File: config.mk
export PLATFORM = sky130hd
export DESIGN_NAME = lcdint_ctrl
export DESIGN_NICKNAME = d
export VERILOG_FILES = /design/src/rtl/lcdint_pkg.sv /design/src/rtl/lcdint_event_map.sv /design/src/rtl/lcdint_id_select.sv /design/src/rtl/lcdint_ctrl.sv
export SDC_FILE = /design/constraint.sdc
export NUM_CORES = 1
export LEC_CHECK = 0
export ABC_AREA = 1
export CELL_PAD_IN_SITES_DETAIL_PLACEMENT = 0
export CELL_PAD_IN_SITES_GLOBAL_PLACEMENT = 1
export CORE_UTILIZATION = 40
export DETAILED_ROUTE_END_ITERATION = 10
export DONT_BUFFER_PORTS = 1
export PLACE_DENSITY = 0.89
export SLEW_MARGIN = 15
export SYNTH_ARGS = -nofsm -noshare
export SYNTH_HDL_FRONTEND = slang
export SYNTH_SLANG_ARGS = --single-unit
export TNS_END_PERCENT = 20
File: constraint.sdc
create_clock -name clk -period 1.6 [get_ports clk]
set_input_delay 0.32 -clock clk [delete_from_list [all_inputs] [get_ports clk]]
set_output_delay 0.32 -clock clk [all_outputs]
set_load 0.02 [all_outputs]
File: src/rtl/lcdint_pkg.sv
package lcdint_pkg;

    // Status register 0 bit positions
    localparam int S0_LDD   = 0;
    localparam int S0_SOF0  = 1;
    localparam int S0_BER   = 2;
    localparam int S0_ABC   = 3;
    localparam int S0_IU0   = 4;
    localparam int S0_IU1   = 5;
    localparam int S0_OU    = 6;
    localparam int S0_QD    = 7;
    localparam int S0_EOF0  = 8;
    localparam int S0_BS0   = 9;
    localparam int S0_SEC   = 10;
    localparam int S0_RDST  = 11;
    localparam int S0_CMD   = 12;
    localparam int BERCH_LO = 28;
    localparam int BERCH_W  = 3;

    localparam logic [31:0] S0_EVT_BITS  = 32'h0000_1FFF;
    localparam logic [31:0] S0_CLR_BITS  = 32'h0000_0FFF;
    localparam logic [31:0] S0_BERCH_FLD = 32'h7000_0000;
    localparam logic [31:0] S1_CLR_BITS  = 32'h003E_3F3F;
    localparam logic [31:0] S1_MASK_BITS = 32'h3F3F_3F3F;

    // Control register bits
    localparam int CTL_EN  = 0;
    localparam int CTL_DIS = 1;

    typedef enum logic [2:0] {
        RA_STAT0 = 3'd0,
        RA_STAT1 = 3'd1,
        RA_MASK0 = 3'd2,
        RA_MASK1 = 3'd3,
        RA_FID   = 3'd4,
        RA_CTRL  = 3'd5
    } reg_addr_e;

endpackage

File: src/rtl/lcdint_event_map.sv
module lcdint_event_map
    import lcdint_pkg::*;
#(
    parameter int NUM_CH = 7
) (
    input  logic [NUM_CH-1:0] sof_i,
    input  logic [NUM_CH-1:0] eof_i,
    input  logic [NUM_CH-1:0] brs_i,
    input  logic [NUM_CH-1:0] iu_i,
    input  logic [NUM_CH-1:0] sof_en_i,
    input  logic [NUM_CH-1:0] eof_en_i,
    input  logic [31:0]       mask0_i,
    input  logic [31:0]       mask1_i,
    output logic [31:0]       set0_o,
    output logic [31:0]       set1_o,
    output logic [NUM_CH-1:0] hit_o
);

    logic [NUM_CH-1:0] sof_ok;
    logic [NUM_CH-1:0] eof_ok;
    logic [31:0]       s0_part [NUM_CH];
    logic [31:0]       s1_part [NUM_CH];

    assign sof_ok = sof_i & sof_en_i;
    assign eof_ok = eof_i & eof_en_i;

    for (genvar ch = 0; ch < NUM_CH; ch++) begin : g_ch
        localparam bit IN_S0 = (ch == 0);
        localparam bit IU_S0 = (ch < 2);
        localparam int P_SOF = IN_S0 ? S0_SOF0 : ch - 1;
        localparam int P_EOF = IN_S0 ? S0_EOF0 : ch + 7;
        localparam int P_BS  = IN_S0 ? S0_BS0  : ch + 15;
        localparam int P_IU  = (ch == 0) ? S0_IU0 : ((ch == 1) ? S0_IU1 : ch + 23);

        logic [31:0] msk;
        logic [31:0] frame_vec;
        logic [31:0] iu_vec;

        assign msk       = IN_S0 ? mask0_i : mask1_i;
        assign frame_vec = ({31'b0, sof_ok[ch]} << P_SOF)
                         | ({31'b0, eof_ok[ch]} << P_EOF)
                         | ({31'b0, brs_i[ch]}  << P_BS);
        assign iu_vec    = {31'b0, iu_i[ch]} << P_IU;

        assign s0_part[ch] = (IN_S0 ? frame_vec : 32'b0) | (IU_S0 ? iu_vec : 32'b0);
        assign s1_part[ch] = (IN_S0 ? 32'b0 : frame_vec) | (IU_S0 ? 32'b0 : iu_vec);
        assign hit_o[ch]   = |(frame_vec & ~msk);
    end

    always_comb begin
        set0_o = '0;
        set1_o = '0;
        for (int i = 0; i < NUM_CH; i++) begin
            set0_o = set0_o | s0_part[i];
            set1_o = set1_o | s1_part[i];
        end
    end

endmodule

File: src/rtl/lcdint_id_select.sv
module lcdint_id_select
    import lcdint_pkg::*;
#(
    parameter int NUM_CH = 7,
    parameter int ID_W   = 32
) (
    input  logic [NUM_CH-1:0]      hit_i,
    input  logic [NUM_CH-1:0]      berr_i,
    input  logic [NUM_CH*ID_W-1:0] frame_id_i,
    input  logic                   irq_i,
    output logic                   cap_en_o,
    output logic [ID_W-1:0]        cap_id_o,
    output logic                   sec_set_o,
    output logic                   berr_any_o,
    output logic [BERCH_W-1:0]     berr_ch_o
);

    logic [NUM_CH-1:0] want;
    logic              any_want;

    assign want     = hit_i | berr_i;
    assign any_want = |want;

    // Descending scan so the lowest-numbered channel is left selected
    always_comb begin
        cap_id_o  = '0;
        berr_ch_o = '0;
        for (int i = NUM_CH - 1; i >= 0; i--) begin
            if (want[i]) begin
                cap_id_o = frame_id_i[i*ID_W +: ID_W];
            end
            if (berr_i[i]) begin
                berr_ch_o = BERCH_W'(i);
            end
        end
    end

    assign berr_any_o = |berr_i;
    assign cap_en_o   = any_want && !irq_i;
    assign sec_set_o  = any_want && irq_i;

endmodule

File: src/rtl/lcdint_ctrl.sv
module lcdint_ctrl
    import lcdint_pkg::*;
#(
    parameter int NUM_CH = 7,
    parameter int ID_W   = 32
) (
    input  logic                   clk,
    input  logic                   rst_n,
    input  logic [NUM_CH-1:0]      sof_evt_i,
    input  logic [NUM_CH-1:0]      eof_evt_i,
    input  logic [NUM_CH-1:0]      branch_evt_i,
    input  logic [NUM_CH-1:0]      underrun_evt_i,
    input  logic [NUM_CH-1:0]      bus_err_i,
    input  logic [NUM_CH-1:0]      sof_int_en_i,
    input  logic [NUM_CH-1:0]      eof_int_en_i,
    input  logic [NUM_CH*ID_W-1:0] frame_id_i,
    input  logic                   frame_end_i,
    input  logic                   ac_bias_evt_i,
    input  logic                   out_underrun_i,
    input  logic                   read_status_i,
    input  logic                   command_int_i,
    input  logic [2:0]             reg_addr_i,
    input  logic                   reg_wr_i,
    input  logic [31:0]            reg_wdata_i,
    output logic [31:0]            reg_rdata_o,
    output logic                   irq_o
);

    localparam int CH_MAX = 7;

    typedef struct packed {
        logic [31:0]     stat0;
        logic [31:0]     stat1;
        logic [31:0]     mask0;
        logic [31:0]     mask1;
        logic [ID_W-1:0] fid;
        logic            ctrl_en;
        logic            ctrl_dis;
        logic            irq;
    } state_t;

    state_t cur_q;
    state_t nxt_d;

    logic [31:0]        map_set0;
    logic [31:0]        map_set1;
    logic [NUM_CH-1:0]  chan_hit;
    logic               cap_en;
    logic [ID_W-1:0]    cap_id;
    logic               sec_set;
    logic               berr_any;
    logic [BERCH_W-1:0] berr_ch;

    if (NUM_CH > CH_MAX || NUM_CH < 1 || ID_W > 32 || ID_W < 1) begin : g_bad_param
        initial $error("lcdint_ctrl: unsupported NUM_CH or ID_W");
    end

    lcdint_event_map #(.NUM_CH(NUM_CH)) u_event_map (
        .sof_i    (sof_evt_i),
        .eof_i    (eof_evt_i),
        .brs_i    (branch_evt_i),
        .iu_i     (underrun_evt_i),
        .sof_en_i (sof_int_en_i),
        .eof_en_i (eof_int_en_i),
        .mask0_i  (cur_q.mask0),
        .mask1_i  (cur_q.mask1),
        .set0_o   (map_set0),
        .set1_o   (map_set1),
        .hit_o    (chan_hit)
    );

    lcdint_id_select #(.NUM_CH(NUM_CH), .ID_W(ID_W)) u_id_select (
        .hit_i      (chan_hit),
        .berr_i     (bus_err_i),
        .frame_id_i (frame_id_i),
        .irq_i      (cur_q.irq),
        .cap_en_o   (cap_en),
        .cap_id_o   (cap_id),
        .sec_set_o  (sec_set),
        .berr_any_o (berr_any),
        .berr_ch_o  (berr_ch)
    );

    // Next-state computation
    always_comb begin
        logic        wr_s0, wr_s1, wr_m0, wr_m1, wr_ctl;
        logic [31:0] clr0, clr1, set0;
        logic        last_frame;

        nxt_d  = cur_q;

        wr_s0  = reg_wr_i && (reg_addr_i == RA_STAT0);
        wr_s1  = reg_wr_i && (reg_addr_i == RA_STAT1);
        wr_m0  = reg_wr_i && (reg_addr_i == RA_MASK0);
        wr_m1  = reg_wr_i && (reg_addr_i == RA_MASK1);
        wr_ctl = reg_wr_i && (reg_addr_i == RA_CTRL);

        clr0 = wr_s0 ? (reg_wdata_i & S0_CLR_BITS) : 32'b0;
        if (wr_s0 && reg_wdata_i[S0_BER]) begin
            clr0 = clr0 | S0_BERCH_FLD;
        end
        clr1 = wr_s1 ? (reg_wdata_i & S1_CLR_BITS) : 32'b0;

        last_frame = frame_end_i && cur_q.ctrl_en && cur_q.ctrl_dis;

        set0           = map_set0;
        set0[S0_LDD]   = set0[S0_LDD]  | last_frame;
        set0[S0_BER]   = set0[S0_BER]  | berr_any;
        set0[S0_ABC]   = set0[S0_ABC]  | ac_bias_evt_i;
        set0[S0_OU]    = set0[S0_OU]   | out_underrun_i;
        set0[S0_QD]    = set0[S0_QD]   | (wr_ctl && cur_q.ctrl_en && !reg_wdata_i[CTL_EN]);
        set0[S0_SEC]   = set0[S0_SEC]  | sec_set;
        set0[S0_RDST]  = set0[S0_RDST] | read_status_i;
        set0[S0_CMD]   = set0[S0_CMD]  | command_int_i;

        // Clear first, then set: a same-cycle strobe wins
        nxt_d.stat0 = (cur_q.stat0 & ~clr0) | set0;
        if (berr_any) begin
            nxt_d.stat0[BERCH_LO +: BERCH_W] = berr_ch;
        end
        nxt_d.stat1 = (cur_q.stat1 & ~clr1) | map_set1;

        if (wr_m0) begin
            nxt_d.mask0 = reg_wdata_i & S0_EVT_BITS;
        end
        if (wr_m1) begin
            nxt_d.mask1 = reg_wdata_i & S1_MASK_BITS;
        end

        if (cap_en) begin
            nxt_d.fid = cap_id;
        end

        if (wr_ctl) begin
            nxt_d.ctrl_en  = reg_wdata_i[CTL_EN];
            nxt_d.ctrl_dis = reg_wdata_i[CTL_DIS];
        end
        if (last_frame) begin
            nxt_d.ctrl_en = 1'b0;
        end

        nxt_d.irq = (|(cur_q.stat0 & S0_EVT_BITS & ~cur_q.mask0))
                  | (|(cur_q.stat1 & ~cur_q.mask1));
    end

    always_ff @(posedge clk or negedge rst_n) begin
        if (!rst_n) begin
            cur_q <= '0;
        end else begin
            cur_q <= nxt_d;
        end
    end

    // Register read port
    always_comb begin
        case (reg_addr_i)
            RA_STAT0: reg_rdata_o = cur_q.stat0;
            RA_STAT1: reg_rdata_o = cur_q.stat1;
            RA_MASK0: reg_rdata_o = cur_q.mask0;
            RA_MASK1: reg_rdata_o = cur_q.mask1;
            RA_FID:   reg_rdata_o = 32'(cur_q.fid);
            RA_CTRL:  reg_rdata_o = {30'b0, cur_q.ctrl_dis, cur_q.ctrl_en};
            default:  reg_rdata_o = 32'b0;
        endcase
    end

    assign irq_o = cur_q.irq;

endmodule

# == Yosys cells after proc, flatten, opt, wreduce, memory -nomap -nowiden ==
# Index checks and enable logic that the tools add are counted.
# Widths: inputs -> output; s select.
# word_totals
reg_bits,136
in_bits,316
output_inout_bits,33
elab_cells,116
# op_classes
eq_ne,5
muxes,21
bitwise,55
n_reduce_logical,27
# ops
cell,count
$and 32x32->32,9
$reduce_or 32->1,9
$mux 32,7
$or 32x32->32,6
$pmux 32 s6,1
$and 13x32->32,1
$and 22x32->32,1
$not 13->32,1
$not 22->32,1
$not 30->32,1
$not 31->32,1
$or 32x10->32,1
$or 32x17->32,1
$or 32x18->32,1
$or 32x19->32,1
$or 32x20->32,1
$or 32x21->32,1
$or 32x26->32,1
$or 32x27->32,1
$or 32x28->32,1
$or 32x29->32,1
$or 32x30->32,1
$or 32x5->32,1
$or 32x6->32,1
other kinds (26),57

# == Depth between registers and ports, before layout ==
# logic_depth
depth_word,13
ltp_mapped,12
mapped_depth_nobuf,11

# == Modules after synthesis ==
# Synthesis repeated with hierarchy kept, for this count alone.
# unflattened
hier_cells,1483
area_unflattened_um2,9653.0
# modules_own_cells
mod,instances,cells_per_inst,area_each_um2,seq_area_each_um2
lcdint_ctrl,1,769,6322.3,3403.3
lcdint_id_select,1,586,2636.3,0.0
lcdint_event_map,1,128,694.4,0.0

# == Worst setup path before layout ==
# Ideal clock, no wire load.
# synth_timing
path_type,in2out
from,in reg_addr_i[1]
to,out reg_rdata_o[0]
t_arrival_ps,1321
required_ps,1280
slack_ps,-41
path_stages,6
n_path_buf,1
path_cell_list,nor2_1 nand2_1 clkinv_1 clkbuf_1 a211oi_1 o21ai_1
# synth_via
elab_chain_len,2
word_cells_on_any_way,7
classes_between,5 x eq/ne; 1 x mux; 1 x reduce/logical
# synth_rtl
item,line_no,rtl
from (decl),lcdint_ctrl.sv:22,"input logic [2:0] reg_addr_i,"
$eq 3x3->1 (tied with other cells),lcdint_ctrl.sv:156,case (reg_addr_i)
$pmux 32 s6 *,lcdint_ctrl.sv:156,
to (decl),lcdint_ctrl.sv:25,"output logic [31:0] reg_rdata_o,"
# Every way passes the cells marked *; elsewhere a longest branch is shown, timed or not.

# == Worst setup path in the final report ==
# layout_timing
from,reg cur_q[47] (netlist name)
to,out reg_rdata_o[12]
# layout_via
elab_chain_len,1
# layout_rtl
item,line_no,rtl
from (decl),lcdint_ctrl.sv:42,state_t cur_q;
from (signal assigned),lcdint_ctrl.sv:150,cur_q <= nxt_d;
$pmux 32 s6,lcdint_ctrl.sv:156,
# No other way between the ends.

==> impl_metrics.tcl <==
set metrics [dict create \
    nets 1639 \
    final_util 0.507 \
    synth_edf_count 0 \
    core.rowCount 52 \
    cts_max_path_buffers 2 \
    antenna_found_initial 3 \
    worst_slew_pin_slew_ps 511 \
    wirelength_um 30900 \
    yosysWarnings 0 \
    pwr-share-clk 0.274 \
    drive_gt1_frac 0.273 \
    grt_util_all_layers 0.279 \
    worstPathMaxFanout 2 \
    place_hpwl_um 23300 \
    syn2layout_area_growth_pct 23.2 \
    path_cells "clkinv_2 -> buf_6 -> o21ai_2 -> a221oi_2 -> o21ai_1 -> buf_4" \
    routedWlPerCell_um 19.3 \
    synth_area_sq_um 8380 \
    cts_root_buf "clkbuf_16" \
    hold_path.class "input port to async pin" \
    seqPwrFrac 0.402 \
    cts_tree "yes" \
    synth_seq_cells 111 \
    cts_num_sinks 111 \
    r2r_end "cur_q[22]$_DFFE_PN0P_" \
    synthesis.instances 1250 \
    cellPowerDensity_nw_per_um2 822 \
    ant_nets 0 \
    die-height_um 147 \
    syn_nets 1566 \
    status "complete, but fails checks" \
    fin_cells 1601 \
    power.internal_mw 5.40 \
    die_area_sq_um 21500 \
    min_period_ps 1800 \
    io_buffers 0 \
    fmax_mhz 557 \
    power_leakage_nw 4.72 \
    route.detailed.drc 0 \
    synthFlopType "dfrtp_1" \
    grt_max_degree 112 \
    cap_violations 0 \
    start_util 0.412 \
    fin_skew_ps 16.3 \
    synth.avg_cell_area_sq_um 6.71 \
    yosysUniqueCellTypes 41 \
    grt_pass1_wl_um 45700 \
    vias 8505 \
    setup_violations 56 \
    dr.pass1.iters 5 \
    startpoint_type "register" \
    setup-tns-final_ps -5870 \
    whs_ps -353 \
    synth_async_sr_flop_share 1.00 \
    violations "hold timing, setup timing" \
    slew_violations 0 \
    p_sw_mw 3.09 \
    initialDrtViolationCount 419 \
    final-hold-violation-count 111 \
    grt_pass1_vias 8393 \
    p_comb_frac 0.324 \
    cp_data_arrival_time_ps 1480 \
    crit_path_end_kind "primary output" \
    seq_area_frac_synth 0.331 \
    vias_per_cell 5.31 \
    r2r_cells 12 \
    coreArea_sq_um 20400 \
    pin_count 349 \
    htree_levels 3 \
    layout_worst_path_cycle_share 1.12 \
    critPathKind "register to primary output" \
    die_w_um 147 \
    slowest_delay_ps 400 \
    dp_slack_ps -181 \
    r2r-start "cur_q[54]$_DFFE_PN0P_" \
    place_congestion 0.915 \
    worstSkewPairLatency_ps 370 \
    gr-total-overflow 0 \
    fin_ws_ps -195 \
    cts_made_buffers 9 \
    sw_frac_of_total 0.364 \
    ir_worst_vdd_mv 0.482 \
    max_slew_margin 0.656 \
    dp.cells 1557 \
    clk_pin_slew_worst_paths_ps 80 \
    reg2reg_slack_ps -130 \
    cp_slowest_cell "dfrtp_1" \
    rsz0062_at_grt "yes" \
    required_ps 1280 \
]
## per-layer routing
layer | GRT usage | vias up | part of all wire
met1 | 0.338 | 3949 | 0.39
li1 | - | 4096 | -
met2 | 0.482 | 388 | 0.50
met4 | 0.134 | 0 | 0.042
met5 | 0 | - | 0
met3 | 0.0432 | 72 | 0.065
## kinds of logic after synthesis
family	share of synthesized area
multiplexers	0.00672
buffers and inverters	0.117
AND/OR/NAND/NOR	0.344
AO/OA/AOI/OAI	0.201
flip-flops	0.331
## through the flow
step                      cell area, sq um  total power, mW
after floorplan                       8390             5.00
after global placement                9300             5.78
after detailed placement              9300             5.83
after CTS                             9890             8.33
after global routing                 10300             8.95
final                                10300             8.49
## worst max-delay path, delay by kind of cell (launching register included)
| family | cells | cell delay [ps] |
|---|---|---|
| AOI/OAI and AO/OA | 3 | 390 |
| DFF | 1 | 400 |
| buffers and inverters | 3 | 320 |
## cell usage after synthesis, types with 2 or more instances
cell type,instances,share of area
a22oi_1,2,0.0018
dfrtp_1,111,0.33
inv_2,14,0.0063
nor2_4,33,0.044
a22o_1,4,0.0042
a21oi_1,86,0.051
buf_12,6,0.014
a21oi_2,52,0.054
o21ai_1,19,0.011
o2111ai_1,3,0.0031
nor2_2,32,0.024
clkinv_1,5,0.0022
nand3_1,13,0.0078
nor2_1,191,0.086
a32o_1,2,0.0024
buf_1,5,0.0022
nand3_2,5,0.0060
nand2_2,3,0.0022
o211ai_1,13,0.012
or2_2,7,0.0052
buf_6,5,0.0067
buf_2,20,0.012
o22ai_1,10,0.0075
o21ai_0,58,0.035
o221ai_1,2,0.0021
o21bai_1,5,0.0045
a221oi_1,10,0.010
nor4_1,3,0.0022
nand4_1,2,0.0015
mux2_2,3,0.0040
nand2_1,356,0.16
mux2_1,2,0.0027
clkbuf_1,25,0.011
inv_1,136,0.061
## layout make-up
cell class,instances,area (sq um)
diodes,3,7.51
well taps,270,338
clock inverters,7,70.1
repair buffers,123,1380
inverters,156,612
flip-flops and latches,111,2780
clock buffers,9,225
multi-input cells,922,4910
fillers,2075,10000
## power groups by stage
stage / clock (mW) / sequential, mW / combinational, mW
floorplan: 0 / 3.37 / 1.63
global route: 2.47 / 3.46 / 3.02
detailed placement: 0 / 3.45 / 2.37
finish: 2.32 / 3.42 / 2.75
global placement: 0 / 3.44 / 2.34
CTS: 2.36 / 3.41 / 2.55
## sequential cells by signal (all words and copies together) (netlist names)
signal and count:
cur_q 110, irq_o 1
## repair_timing
item | 4_1_cts | 5_1_grt
buffers inserted | 8 | 10
cloned | 1 | 7
pin swaps | 10 | 11
hold endpoints to repair | 111 | 111
gates resized for setup | 60 | 46
setup endpoints to repair | 55 | 60
## how the worst max path moves through the flow
stage,startpoint,end,slack (ps),cells past startpoint
finish,cur_q[47]$_DFFE_PN0P_,reg_rdata_o[12],-200,6
global route,cur_q[47]$_DFFE_PN0P_,reg_rdata_o[12],-270,6
CTS,cur_q[47]$_DFFE_PN0P_,reg_rdata_o[12],-170,6
detailed placement,cur_q[39]$_DFFE_PN0P_,cur_q[5]$_DFFE_PN0P_,-180,12
global placement,sof_evt_i[2],cur_q[15]$_DFFE_PN0P_,-160,9
floorplan,reg_addr_i[0],reg_rdata_o[4],-20,9
## layout by cell type (no fill, tap or decap), types with 3 or more instances in the layout
cell       synthesis  layout
dfrtp_1          111     110
nand2_1          356     343
clkinv_2           0       4
a21oi_4            0       4
nand3_4            1       4
nand3_1           13       9
a21oi_1           86      69
a221oi_2           0       6
a21oi_2           52      65
o21ai_1           19      20
inv_2             14      17
a221oi_1          10       4
nor2_4            33      34
nor2_1           191     184
buf_6              5       7
clkbuf_16          0      16
o211ai_1          13      13
mux2_2             3       3
diode_2            0       3
nand2_2            3      16
o21bai_1           5       5
or2_2              7       7
nand3_2            5       6
inv_6              1       4
o21ai_2            0       8
buf_12             6      21
buf_4              0      85
inv_1            136     132
nor2_2            32      38
o21ai_0           58      49
o22ai_1           10      10
(Power assumes the default switching activity.)
